$ cat src/rtl/wake_pkg.sv
package wake_pkg;
  localparam int DATA_W = 16;
  localparam int ADDR_W = 8;
  localparam int NBYTES = DATA_W / 8;
  localparam logic [DATA_W-1:0] IMPL_MASK = 16'h47FF;
  localparam int IRQ_BIT = 8;

  typedef enum logic [2:0] {
    ST_C0 = 3'd0, ST_C1 = 3'd1, ST_C2 = 3'd2, ST_C3 = 3'd3, ST_POS = 3'd4
  } cpuState_e;

  typedef struct packed {
    logic [NBYTES-1:0] laneWr;
    logic              rdSel;
  } ctrlStrobes_t;
endpackage

$ cat src/rtl/wake_ctrl.sv
module wake_ctrl
  import wake_pkg::*;
#(
  parameter logic [ADDR_W-1:0] REG_ADDR = 8'h16
) (
  input  logic [ADDR_W-1:0] busAddr,
  input  logic              busWrEn,
  input  logic              busRdEn,
  input  logic [NBYTES-1:0] byteEn,
  output ctrlStrobes_t      strobes
);
  logic hitAddr;

  always_comb begin
    hitAddr = (busAddr == REG_ADDR);
    strobes.laneWr = (busWrEn && hitAddr) ? byteEn : '0;
    strobes.rdSel  = busRdEn && hitAddr;
  end
endmodule

$ cat src/rtl/wake_dp.sv
module wake_dp
  import wake_pkg::*;
(
  input  logic              clk,
  input  logic              rstN,
  input  ctrlStrobes_t      strobes,
  input  logic [DATA_W-1:0] wrData,
  output logic [DATA_W-1:0] rdData,
  input  logic [DATA_W-1:0] srcStatus,
  input  logic              cpuIntr,
  input  logic              pendIsTick,
  input  logic              tickWakeEnN,
  input  logic [2:0]        cpuState,
  output logic [DATA_W-1:0] enReg,
  output logic              wakeReq
);
  logic [DATA_W-1:0] effSrc;
  logic              irqTerm;
  logic              anyHit;
  logic              prevHit;
  logic              stateOk;

  for (genvar b = 0; b < NBYTES; b++) begin : g_lane
    always_ff @(posedge clk or negedge rstN) begin
      if (!rstN) begin
        enReg[b*8 +: 8] <= '0;
      end else if (strobes.laneWr[b]) begin
        enReg[b*8 +: 8] <= wrData[b*8 +: 8] & IMPL_MASK[b*8 +: 8];
      end
    end
  end

  always_comb begin
    irqTerm = cpuIntr & ~(pendIsTick & tickWakeEnN);
    effSrc = srcStatus;
    effSrc[IRQ_BIT] = irqTerm;
    anyHit = |(enReg & effSrc);
    stateOk = (cpuState == ST_C2) || (cpuState == ST_C3) || (cpuState == ST_POS);
    rdData = strobes.rdSel ? enReg : '0;
  end

  always_ff @(posedge clk or negedge rstN) begin
    if (!rstN) begin
      prevHit <= 1'b0;
      wakeReq <= 1'b0;
    end else begin
      prevHit <= anyHit;
      wakeReq <= anyHit & ~prevHit & stateOk;
    end
  end
endmodule

$ cat src/rtl/resume_wake_agg.sv
module resume_wake_agg
  import wake_pkg::*;
#(
  parameter logic [ADDR_W-1:0] REG_ADDR = 8'h16
) (
  input  logic              clk,
  input  logic              rstN,
  input  logic [ADDR_W-1:0] busAddr,
  input  logic              busWrEn,
  input  logic              busRdEn,
  input  logic [NBYTES-1:0] byteEn,
  input  logic [DATA_W-1:0] wrData,
  output logic [DATA_W-1:0] rdData,
  input  logic [DATA_W-1:0] srcStatus,
  input  logic              cpuIntr,
  input  logic              pendIsTick,
  input  logic              tickWakeEnN,
  input  logic [2:0]        cpuState,
  output logic              wakeReq
);
  ctrlStrobes_t      strobes;
  logic [DATA_W-1:0] enReg;

  wake_ctrl #(.REG_ADDR(REG_ADDR)) u_ctrl (
    .busAddr(busAddr), .busWrEn(busWrEn), .busRdEn(busRdEn),
    .byteEn(byteEn), .strobes(strobes)
  );

  wake_dp u_dp (
    .clk(clk), .rstN(rstN), .strobes(strobes), .wrData(wrData),
    .rdData(rdData), .srcStatus(srcStatus), .cpuIntr(cpuIntr),
    .pendIsTick(pendIsTick), .tickWakeEnN(tickWakeEnN),
    .cpuState(cpuState), .enReg(enReg), .wakeReq(wakeReq)
  );
endmodule

$ cat config.mk
export PLATFORM = sky130hd
export DESIGN_NAME = resume_wake_agg
export DESIGN_NICKNAME = d
export VERILOG_FILES = /design/src/rtl/wake_pkg.sv /design/src/rtl/wake_ctrl.sv /design/src/rtl/wake_dp.sv /design/src/rtl/resume_wake_agg.sv
export SDC_FILE = /design/constraint.sdc
export NUM_CORES = 1
export LEC_CHECK = 0
export ABC_AREA = 1
export BUFFER_PORTS_ARGS = -buffer_cell sky130_fd_sc_hd__clkbuf_2
export CORE_MARGIN = 3
export CORE_UTILIZATION = 35
export DETAILED_ROUTE_END_ITERATION = 6
export HOLD_SLACK_MARGIN = 0.05
export PLACE_DENSITY = 0.77
export SYNTH_ARGS = -nofsm -noshare
export SYNTH_HDL_FRONTEND = slang
export SYNTH_SLANG_ARGS = --single-unit
export TNS_END_PERCENT = 50
$ cat constraint.sdc
create_clock -name clk -period 3 [get_ports clk]
set_clock_uncertainty 0.15 [all_clocks]
set_input_delay 0.3 -clock clk [delete_from_list [all_inputs] [get_ports clk]]
set_output_delay 0.3 -clock clk [all_outputs]
set_load 0.1 [all_outputs]
==> flow_metrics.py <==
metrics = {
    "hold_path": {
        "min_from": "wrData[4]",
        "min_path_cells": 3,
        "min_path_type": "in2reg",
        "whs_endpoint": "u_dp.enReg[4]$_DFFE_PN0P_",
    },
    "clock_network": {
        "clockBufferDepth": 2,
        "cts_tree": "yes",
        "clock-root-buffer": "clkbuf_4",
        "htreeDepth": 1,
        "cts_resized": 0,
        "clock_latency_ns": 0.27,
        "cts.sinks": 14,
        "clk_pin_slew_ns": 0.08,
        "cts_buffers": 3,
    },
    "final_layout": {
        "utilization_pct": 51.07,
        "nets": 231,
        "diodes": 0,
        "drive_gt1_share_pct": 40.11,
        "layout_commonest_cell": "clkbuf_2",
        "fillers": 228,
        "final_cell_mix": "55 x clkbuf_2, 44 x nand2_1, 16 x inv_1, 14 x dfrtp_1, 13 x nand4_1",
        "areaGrowthSynthToFinish_pct": 34.44,
    },
    "synth": {
        "yosys_warnings": 0,
        "syn-cell-area_um2": 864.6,
        "ys_seq_area_share_pct": 40.52,
        "synth_top_cell_by_area": "dfrtp_1",
        "synth_seq_cells": 14,
        "synth_cell_types": 16,
        "synth_cells": 123,
        "synth_top_area_share_pct": 40.52,
        "synth_area_per_cell_um2": 7.029,
        "yosys-top-cells-area": "dfrtp_1 41%, nand2_1 19%, nand4_1 9.4%, nor2_2 7.2%, inv_1 6.9%",
    },
    "critical_path": {
        "arrival_ns": 1.86,
        "required_ns": 2.55,
        "r2r.worst_path.cells": 6,
        "start_kind": "primary input",
        "reg2reg_from": "u_dp.enReg[7]$_DFFE_PN0P_",
        "crit_slowest_cell": "clkbuf_2",
        "cp-end-kind": "primary output",
        "worstSetupStartpoint": "busAddr[5]",
        "regToRegSetupSlack_ns": 1.83,
        "path_cells": "clkbuf_2, nor2_1, nand2_1, nor2_4, nand2_2, nor2_1, clkbuf_2",
        "max_stage_delay_ns": 0.48,
        "critical_path_class": "in2out",
        "worstPathMaxFanout": 15,
        "reg2reg_to": "u_dp.prevHit$_DFF_PN0_",
    },
    "timing": {
        "tns_ns": 0,
        "rsz0062_at_grt": "no",
        "slew_violations": 0,
        "hold_ws_ns": 0.1107,
        "hold_viol_final": 0,
        "tightest_slew_ns": 0.5450,
        "finalCriticalPeriod_ns": 2.310,
        "slew_headroom_pct": 63.82,
        "max_freq_ghz": 0.4330,
        "period_share_pct": 76.99,
        "setup_violations": 0,
    },
    "placement": {
        "port_buffers": 55,
        "place_congestion": 0.8043,
        "dp_hpwl_um": 1785,
    },
    "floorplan": {
        "fp.coreArea_um2": 2276,
        "die_w_um": 55.70,
        "start_util_pct": 37.99,
        "ios": 69,
        "fp.dieH_um": 55.70,
        "row_count": 17,
        "die_area_um2": 3102,
    },
    "job": {
        "drv_cap": 0,
    },
    "route": {
        "first_pass_iters": 6,
        "top_layer": "met4",
        "vias_per_cell": 4.556,
        "final_antenna_net_count": 0,
        "route.detailed.wl_per_inst_um": 10.57,
        "wl_met3_um": 166,
        "drc": 0,
        "vias": 934,
        "routed_wl_um": 2167,
        "drt_iter0_drc": 12,
        "met2_length_um": 1057,
        "drt-met1-wl_um": 905,
    },
    "grt": {
        "antenna_found_initial": 0,
        "overflow": 0,
        "track_usage_pct": 14.15,
        "grt_pass1_vias": 916,
        "grt_pass1_wl_um": 3553,
        "grt_start_max_net_pins": 16,
    },
    "power": {
        "p_leak_nw": 0.6651,
        "power_density_nw_per_um2": 331.4,
        "power.total_uw": 385.2,
        "max-vdd-ir-drop_v": 0.0001886,
    },
    "status": {
        "status": "complete, no violations",
    },
}
==> power by group <==
group	leakage, nW	internal, mW	switching (mW)
combinational	0.457	0.0279	0.0569
sequential	0.194	0.196	0.00439
clock	0.0138	0.0464	0.0538
total	0.665	0.270	0.115
==> cell usage after synthesis <==
library cell and number:
nand3_1 2, buf_6 1, nand2_2 1, clkbuf_1 2, conb_1 1, nor2_2 10, dfrtp_1 14, nor2_4 1
o21ai_0 1, nand2_1 44, buf_4 5, a21oi_1 1, nand4_1 13, inv_1 16, nor2_1 10, nand3_2 1
==> final cells by class <==
type                    count  area (um2)  share of cell area (%)
repair buffers             56       285.3                   24.54
multi-input cells          88       409.1                   35.20
inverters                  16       60.06                   5.167
well taps                  28       35.03                   3.014
flip-flops and latches     14       350.3                   30.14
clock buffers               3       22.52                   1.938
==> sequential cells by signal, summed over array words and instances, names as in the netlist <==
signal	flops
u_dp.enReg	12
u_dp.prevHit	1
u_dp.wakeReq	1
==> repair_timing <==
item	4_1_cts	5_1_grt
hold buffers	1	0
endpoints found under the hold margin	14	0
buffers inserted	0	0
==> metal layers <==
layer	up-vias	track usage [%]
met2	41	25.51
met3	4	3.480
met5	-	0
met1	406	15.37
li1	483	-
met4	0	6.597
==> worst max path at each step <==
stage,to,slack [ns],cells after the start
2_1_floorplan,rdData[0],0.58,5
3_3_place_gp,rdData[0],0.74,7
3_5_place_dp,rdData[14],0.70,7
4_1_cts,rdData[14],0.69,7
5_1_grt,rdData[0],0.54,7
6_report,rdData[14],0.69,7
==> per-stage QoR <==
stage | std cells | setup slack, ns | instance area [um2]
floorplan | 126 | 0.5781 | 875.8
global route | 205 | 0.5354 | 1162
detailed placement | 201 | 0.6979 | 1130
finish | 205 | 0.6904 | 1162
global placement | 201 | 0.7413 | 1130
CTS | 205 | 0.6872 | 1162
==> cell families after synthesis <==
kind of cell    Yosys count  synth area share, %
compound gates            2                1.157
buf+inv                  24                13.46
flops                    14                40.52
other cells               1               0.4337
simple gates             82                44.43
==> worst max-delay path: cells and delay by family <==
kind	cells	cell delay [ns]
and+or+nand+nor	5	1.01
buffers and inverters	2	0.56
(Power assumes the default switching activity.)
